File: src/rtl/cfic_pkg.sv
package cfic_pkg;
    typedef enum logic [1:0] {
        SQ_IDLE = 2'd0,
        SQ_RUN  = 2'd1,
        SQ_HALT = 2'd2
    } seq_st_e;

    localparam int CTRL_W = 3;

    // Bit 2 fast-clear, bit 1 sequence irq enable, bit 0 compare irq enable
    typedef struct packed {
        logic fast;
        logic seq_ie;
        logic cmp_ie;
    } ctrl_t;
endpackage

File: src/rtl/cfic_seq_fsm.sv
module cfic_seq_fsm
    import cfic_pkg::*;
(
    input  logic clk,
    input  logic rst_n,
    input  logic ctrl_wr,
    input  logic seq_start,
    input  logic seq_done,
    input  logic seq_clr_wr,
    output logic busy,
    output logic accept,
    output logic abort_o,
    output logic seq_flag
);
    seq_st_e state_q, state_d;
    logic    flag_q, flag_d;
    logic    abort_q;
    logic    t_launch, t_finish, t_abort, t_relaunch;

    // Transition decode
    always_comb begin
        t_launch   = 1'b0;
        t_finish   = 1'b0;
        t_abort    = 1'b0;
        t_relaunch = 1'b0;
        state_d    = state_q;
        unique case (state_q)
            SQ_IDLE: begin
                if (seq_start && !ctrl_wr) begin
                    t_launch = 1'b1;
                    state_d  = SQ_RUN;
                end
            end
            SQ_RUN: begin
                if (ctrl_wr) begin
                    t_abort = 1'b1;
                    state_d = SQ_HALT;
                end else if (seq_done) begin
                    t_finish = 1'b1;
                    state_d  = SQ_IDLE;
                end
            end
            SQ_HALT: begin
                if (seq_start && !ctrl_wr) begin
                    t_relaunch = 1'b1;
                    state_d    = SQ_RUN;
                end
            end
            default: state_d = SQ_IDLE;
        endcase
    end

    // Sequence flag next value: set beats clear
    always_comb begin
        flag_d = flag_q;
        if (t_finish)
            flag_d = 1'b1;
        else if (seq_clr_wr || t_relaunch)
            flag_d = 1'b0;
    end

    // State register
    always_ff @(posedge clk or negedge rst_n) begin
        if (!rst_n)
            state_q <= SQ_IDLE;
        else
            state_q <= state_d;
    end

    // Registered outputs
    always_ff @(posedge clk or negedge rst_n) begin
        if (!rst_n) begin
            flag_q  <= 1'b0;
            abort_q <= 1'b0;
        end else begin
            flag_q  <= flag_d;
            abort_q <= ctrl_wr;
        end
    end

    assign busy     = (state_q == SQ_RUN);
    assign accept   = (state_q == SQ_RUN) && !ctrl_wr;
    assign abort_o  = abort_q;
    assign seq_flag = flag_q;
endmodule

File: src/rtl/cfic_slot_flags.sv
module cfic_slot_flags #(
    parameter int NSLOT = 8,
    parameter int IDXW  = 3
) (
    input  logic             clk,
    input  logic             rst_n,
    input  logic             accept,
    input  logic             slot_done,
    input  logic [IDXW-1:0]  slot_idx,
    input  logic             cmp_hit,
    input  logic [NSLOT-1:0] cmpen,
    input  logic             fast,
    input  logic             clr_wr,
    input  logic [NSLOT-1:0] clr_data,
    input  logic             res_rd,
    input  logic             res_wr,
    input  logic [IDXW-1:0]  res_idx,
    output logic [NSLOT-1:0] flags
);
    for (genvar i = 0; i < NSLOT; i++) begin : g_slot
        logic sel_done, sel_res, set_i, clr_fast, clr_norm, clr_i, q;

        assign sel_done = slot_done && (slot_idx == IDXW'(i));
        assign sel_res  = (res_idx == IDXW'(i));
        assign set_i    = accept && sel_done && (!cmpen[i] || cmp_hit);
        assign clr_fast = sel_res && (cmpen[i] ? res_wr : res_rd);
        assign clr_norm = clr_wr && clr_data[i];
        assign clr_i    = fast ? clr_fast : clr_norm;

        always_ff @(posedge clk or negedge rst_n) begin
            if (!rst_n)
                q <= 1'b0;
            else if (set_i)
                q <= 1'b1;
            else if (clr_i)
                q <= 1'b0;
        end

        assign flags[i] = q;
    end
endmodule

File: src/rtl/cfic_irq.sv
module cfic_irq #(
    parameter int NSLOT = 8
) (
    input  logic [NSLOT-1:0] flags,
    input  logic [NSLOT-1:0] cmpen,
    input  logic             seq_flag,
    input  logic             seq_ie,
    input  logic             cmp_ie,
    output logic             seq_irq,
    output logic             cmp_irq
);
    assign seq_irq = seq_ie && seq_flag;
    assign cmp_irq = cmp_ie && (|(flags & cmpen));
endmodule

File: src/rtl/cfic_top.sv
module cfic_top
    import cfic_pkg::*;
#(
    parameter int NSLOT = 8,
    localparam int IDXW = (NSLOT > 1) ? $clog2(NSLOT) : 1
) (
    input  logic              clk,
    input  logic              rst_n,
    input  logic              ctrl_wr,
    input  logic [CTRL_W-1:0] ctrl_wdata,
    output logic [CTRL_W-1:0] ctrl_rdata,
    input  logic              cmpen_wr,
    input  logic [NSLOT-1:0]  cmpen_wdata,
    output logic [NSLOT-1:0]  cmpen_rdata,
    input  logic              flag_clr_wr,
    input  logic [NSLOT-1:0]  flag_clr_data,
    input  logic              seq_clr_wr,
    input  logic              res_rd,
    input  logic              res_wr,
    input  logic [IDXW-1:0]   res_idx,
    input  logic              seq_start,
    input  logic              slot_done,
    input  logic [IDXW-1:0]   slot_idx,
    input  logic              cmp_hit,
    input  logic              seq_done,
    output logic [NSLOT-1:0]  slot_flags,
    output logic              seq_flag,
    output logic              seq_busy,
    output logic              abort_o,
    output logic              seq_irq,
    output logic              cmp_irq
);
    ctrl_t            ctrl_q;
    logic [NSLOT-1:0] cmpen_q;
    logic             accept;

    always_ff @(posedge clk or negedge rst_n) begin
        if (!rst_n) begin
            ctrl_q  <= '0;
            cmpen_q <= '0;
        end else begin
            if (ctrl_wr)
                ctrl_q <= ctrl_t'(ctrl_wdata);
            if (cmpen_wr)
                cmpen_q <= cmpen_wdata;
        end
    end

    assign ctrl_rdata  = ctrl_q;
    assign cmpen_rdata = cmpen_q;

    cfic_seq_fsm u_fsm (
        .clk        (clk),
        .rst_n      (rst_n),
        .ctrl_wr    (ctrl_wr),
        .seq_start  (seq_start),
        .seq_done   (seq_done),
        .seq_clr_wr (seq_clr_wr),
        .busy       (seq_busy),
        .accept     (accept),
        .abort_o    (abort_o),
        .seq_flag   (seq_flag)
    );

    cfic_slot_flags #(.NSLOT(NSLOT), .IDXW(IDXW)) u_flags (
        .clk       (clk),
        .rst_n     (rst_n),
        .accept    (accept),
        .slot_done (slot_done),
        .slot_idx  (slot_idx),
        .cmp_hit   (cmp_hit),
        .cmpen     (cmpen_q),
        .fast      (ctrl_q.fast),
        .clr_wr    (flag_clr_wr),
        .clr_data  (flag_clr_data),
        .res_rd    (res_rd),
        .res_wr    (res_wr),
        .res_idx   (res_idx),
        .flags     (slot_flags)
    );

    cfic_irq #(.NSLOT(NSLOT)) u_irq (
        .flags    (slot_flags),
        .cmpen    (cmpen_q),
        .seq_flag (seq_flag),
        .seq_ie   (ctrl_q.seq_ie),
        .cmp_ie   (ctrl_q.cmp_ie),
        .seq_irq  (seq_irq),
        .cmp_irq  (cmp_irq)
    );
endmodule

File: config.mk
export PLATFORM = sky130hd
export DESIGN_NAME = cfic_top
export DESIGN_NICKNAME = d
export VERILOG_FILES = /design/src/rtl/cfic_pkg.sv /design/src/rtl/cfic_seq_fsm.sv /design/src/rtl/cfic_slot_flags.sv /design/src/rtl/cfic_irq.sv /design/src/rtl/cfic_top.sv
export SDC_FILE = /design/constraint.sdc
export NUM_CORES = 1
export LEC_CHECK = 0
export ABC_AREA = 1
export CAP_MARGIN = 30
export CORE_MARGIN = 2
export CORE_UTILIZATION = 30
export CTS_CLUSTER_DIAMETER = 60
export CTS_CLUSTER_SIZE = 16
export DETAILED_ROUTE_END_ITERATION = 8
export DONT_BUFFER_PORTS = 1
export HOLD_SLACK_MARGIN = 0.12
export PLACE_DENSITY = 0.47
export SLEW_MARGIN = 20
export SYNTH_ARGS = -nofsm -noshare
export SYNTH_HDL_FRONTEND = slang
export SYNTH_SLANG_ARGS = --single-unit
File: constraint.sdc
create_clock -name clk -period 2.9 [get_ports clk]
set_clock_uncertainty 0.1 [all_clocks]
set_input_delay 0.29 -clock clk [delete_from_list [all_inputs] [get_ports clk]]
set_output_delay 0.29 -clock clk [all_outputs]
set_load 0.02 [all_outputs]
==> flow_summary.html <==
<table>
<tr><th>Metric</th><th>Value</th></tr>
<tr><th colspan="2">Outcome</th></tr>
<tr><td>Result of the run</td><td>complete, no violations</td></tr>
<tr><th colspan="2">Setup path</th></tr>
<tr><td>R2R setup slack</td><td>1.29 ns</td></tr>
<tr><td>Source of the worst register-to-register timing path</td><td>u_fsm.state_q[1]</td></tr>
<tr><td>Startpoint-to-endpoint class of the critical path</td><td>in -&gt; reg</td></tr>
<tr><td>Data required, critical path</td><td>3.01 ns</td></tr>
<tr><td>Cells on worst reg2reg path</td><td>6</td></tr>
<tr><td>Kind of capture point of the worst setup path</td><td>flop</td></tr>
<tr><td>Endpoint of the worst-slack reg-to-reg timing path</td><td>u_fsm.seq_flag</td></tr>
<tr><td>Startpoint class of the critical path</td><td>input pin</td></tr>
<tr><td>Arrival time at the worst endpoint</td><td>2.03 ns</td></tr>
<tr><td>Crit path max fanout</td><td>11</td></tr>
<tr><th colspan="2">Worst hold path</th></tr>
<tr><td>Endpoint, Worst Hold</td><td>u_flags.g_slot[6].q</td></tr>
<tr><td>HP Class</td><td>in -&gt; reg</td></tr>
<tr><td>Worst hold stages</td><td>4</td></tr>
<tr><td>Hold_sp</td><td>flag_clr_wr</td></tr>
<tr><th colspan="2">Synth</th></tr>
<tr><td>Ranking of synthesized cells by instance count</td><td>78 x nand2_1, 43 x nor2_1, 24 x inv_1, 23 x dfrtp_1, 12 x buf_4</td></tr>
<tr><td>Most area-hungry cell type in the Yosys netlist</td><td>dfrtp_1</td></tr>
<tr><td>Syn nets</td><td>258</td></tr>
<tr><td>Share of synthesized area occupied by flip-flops and latches</td><td>39.08%</td></tr>
<tr><td>Top-area cell type share of the netlist area</td><td>39.08%</td></tr>
<tr><td>Prevailing post-synth register cell</td><td>dfrtp_1</td></tr>
<tr><td>Synth unique cells</td><td>18</td></tr>
<tr><td>Number of flops mapped to enable cells by yosys</td><td>0</td></tr>
<tr><td>Most frequently used cell type in the post-synthesis netlist</td><td>nand2_1</td></tr>
<tr><td>Yosys synthesis warning count</td><td>0</td></tr>
<tr><td>Largest cells by area after synthesis</td><td>dfrtp_1 39%, nand2_1 20%, nor2_1 11%, buf_4 6.1%, inv_1 6.1%</td></tr>
<tr><td>Mapped Cells</td><td>221</td></tr>
<tr><td>Synth Cell Area</td><td>1473 sq um</td></tr>
<tr><td>Synth Register Bits</td><td>23</td></tr>
<tr><td>Mean area per synthesized cell</td><td>6.664 sq um</td></tr>
<tr><td>Share of flip-flops with an asynchronous set or reset after synthesis</td><td>100.0%</td></tr>
<tr><th colspan="2">Cells and area</th></tr>
<tr><td>Area growth from synthesis to layout</td><td>14.27%</td></tr>
<tr><td>Nets</td><td>266</td></tr>
<tr><td>Fraction of final layout cells sized beyond drive strength 1</td><td>3.947%</td></tr>
<tr><td>Number of antenna repair diodes</td><td>0</td></tr>
<tr><td>Design area</td><td>1683 sq um</td></tr>
<tr><th colspan="2">Floorplanning</th></tr>
<tr><td>Total die area</td><td>5486 sq um</td></tr>
<tr><td>Top Ports</td><td>61</td></tr>
<tr><td>FP Rows</td><td>25</td></tr>
<tr><td>Die extent in x</td><td>74.07 microns</td></tr>
<tr><td>CORE AREA</td><td>4723 sq um</td></tr>
<tr><td>Overall die height</td><td>74.07 microns</td></tr>
<tr><td>Starting density of the core</td><td>31.18%</td></tr>
<tr><th colspan="2">Global routing</th></tr>
<tr><td>Vias in the first global route</td><td>1,240</td></tr>
<tr><td>Overall track demand over capacity in global routing</td><td>15.21%</td></tr>
<tr><td>Remaining Overflow, GRT</td><td>0</td></tr>
<tr><td>Antenna violations before repair</td><td>0</td></tr>
<tr><td>Pin count of the biggest net entering global routing</td><td>24</td></tr>
<tr><td>First-pass GRT wire length</td><td>6.265 mm</td></tr>
<tr><th colspan="2">Clock network</th></tr>
<tr><td>Number of buffers on the longest clock path</td><td>2</td></tr>
<tr><td>Master cell of the clock root buffer</td><td>clkbuf_8</td></tr>
<tr><td>TritonCTS Buffers</td><td>3</td></tr>
<tr><td>Maximum level of the CTS H-tree</td><td>1</td></tr>
<tr><td>Clock Pin Slew Worst Setup and Hold Paths</td><td>0.09 ns</td></tr>
<tr><td>Clk Latency, worst-skew pair</td><td>0.27 ns</td></tr>
<tr><td>CTS tree</td><td>built</td></tr>
<tr><td>Sinks on the clock net</td><td>23</td></tr>
<tr><td>Number of instances resized during post-cts repair</td><td>0</td></tr>
<tr><th colspan="2">Routing</th></tr>
<tr><td>Drt total wl</td><td>3.903 mm</td></tr>
<tr><td>Detailed router's first-iteration violation count</td><td>75</td></tr>
<tr><td>Number of detailed-route iterations in the first pass</td><td>5</td></tr>
<tr><td>Via total after detailed routing</td><td>1,283</td></tr>
<tr><td>Remaining antenna violation count</td><td>0</td></tr>
<tr><td>DR DRC count</td><td>0</td></tr>
<tr><td>Average routed wire per standard cell</td><td>13.23 microns</td></tr>
<tr><td>Post-DR vias/cell</td><td>4.349</td></tr>
<tr><th colspan="2">Timing</th></tr>
<tr><td>Relative slew margins</td><td>66.97%</td></tr>
<tr><td>Number of max-slew violations in the final report</td><td>0</td></tr>
<tr><td>Peak clock frequency supported by timing</td><td>0.5203 GHz</td></tr>
<tr><td>Hold_ws</td><td>0.1772 ns</td></tr>
<tr><td>Accumulated negative setup slack</td><td>0 ns</td></tr>
<tr><td>Minimum clock period after layout</td><td>1.922 ns</td></tr>
<tr><td>Hold violation total from the final report</td><td>0</td></tr>
<tr><td>Worst Max-Slew Pin Slew</td><td>0.4970 ns</td></tr>
<tr><td>Final count of negative-setup-slack endpoints</td><td>0</td></tr>
<tr><td>Setup repair after global routing missed its margin</td><td>false</td></tr>
<tr><td>Final critical-path share of the clock period</td><td>66.27%</td></tr>
<tr><th colspan="2">Power</th></tr>
<tr><td>Peak supply drop</td><td>0.0001470 V</td></tr>
<tr><td>Total leakage power</td><td>0.0008535 uW</td></tr>
<tr><td>Pwr/cell area</td><td>432.7 nW/um^2</td></tr>
<tr><td>Final Power</td><td>728.2 uW</td></tr>
<tr><th colspan="2">Run</th></tr>
<tr><td>Count of max-cap constraint violations</td><td>0</td></tr>
<tr><th colspan="2">Placement</th></tr>
<tr><td>Placed wire-length estimate after detailed placement</td><td>3.018 mm</td></tr>
<tr><td>Final GP Congestion</td><td>0.7918</td></tr>
<tr><td>Placed cell areas</td><td>1436 sq um</td></tr>
<tr><td>Number of port buffers</td><td>0</td></tr>
</table>
-- kinds of logic (layout without fill, tap and decap cells) --
kind of cell           after synthesis  count (layout)  synth area share, %
and+or+nand+nor                    134             134                36.62
DFF                                 23              23                39.08
buffers and inverters               41              48                14.78
AOI/OAI and AO/OA                   23              23                9.516
-- repair_timing --
item                      4_1_cts  5_1_grt
setup buffers                   0        0
hold buffers                   19        0
hold endpoints to repair       42        0
-- cells in the final DEF, fill, tap and decap left out --
| master | n |
|---|---|
| nand2_1 | 78 |
| nor2_1 | 43 |
| inv_1 | 24 |
| dfrtp_1 | 23 |
| dlygate4sd3_1 | 18 |
| o21ai_0 | 11 |
| o21a_1 | 8 |
| nand3_1 | 7 |
| clkbuf_8 | 3 |
| a21oi_1 | 2 |
| nand3b_1 | 2 |
| nand2_2 | 1 |
| nor2_4 | 1 |
| o211ai_1 | 1 |
| nand2_4 | 1 |
| nand4_1 | 1 |
| o31ai_1 | 1 |
| clkinv_2 | 1 |
| buf_12 | 1 |
| buf_4 | 1 |
-- report_power, final --
group	leakage [uW]	switching, uW	internal (uW)
Sequential	0.000296	50.8	343
Combinational	0.000532	74.7	53.1
Clock	0.0000255	111	96.0
Total	0.000853	236	492
-- per-layer routing --
layer  GRT usage [%]  vias up  part of all wire [%]
li1                -      673                     -
met1           21.45      574                    46
met2           23.61       34                    45
met3           3.252        2                   8.0
met4           4.242        0                  0.97
met5               0        -                     0
-- metrics by stage --
stage / cells / setup slack (ns) / util, %
floorplan: 221 / 1.495 / -
global placement: 272 / 1.348 / 30.41
detailed placement: 272 / 1.349 / 30.41
CTS: 295 / 0.9840 / 35.63
global route: 295 / 0.8644 / 35.63
finish: 295 / 0.9781 / 35.63
-- flip-flops by register name, indices dropped and copies added, names as in the netlist --
| signal | flops |
|---|---|
| cmpen_rdata | 8 |
| u_fsm.seq_flag | 1 |
| u_fsm.abort_o | 1 |
| u_flags.g_slot.q | 8 |
| u_fsm.state_q | 2 |
| ctrl_rdata | 3 |
-- area by class of cell --
class | instances | area, sq um
fillers | 529 | 3040
multi-input cells | 157 | 679.4
flip-flops and latches | 23 | 575.6
repair buffers | 20 | 207.7
inverters | 24 | 90.09
well taps | 67 | 83.83
clock buffers | 3 | 41.29
clock inverters | 1 | 5.005
-- worst max-delay path by stage --
stage | from | to | depth (start not counted)
final | ctrl_wr | u_fsm.seq_flag | 6
after global routing | ctrl_wr | u_fsm.seq_flag | 6
after CTS | ctrl_wr | u_fsm.seq_flag | 6
after detailed placement | cmpen_rdata[3] | cmp_irq | 4
after global placement | cmpen_rdata[4] | cmp_irq | 4
after floorplan | cmpen_rdata[4] | cmp_irq | 4
-- worst max-delay path, stage by stage --
cell and delay (ns):
dlygate4sd3_1 0.80, inv_1 0.15, nand4_1 0.11, nand3_1 0.06, nand2_1 0.07, dlygate4sd3_1 0.55
No activity file was read; power rests on OpenSTA's default activity.
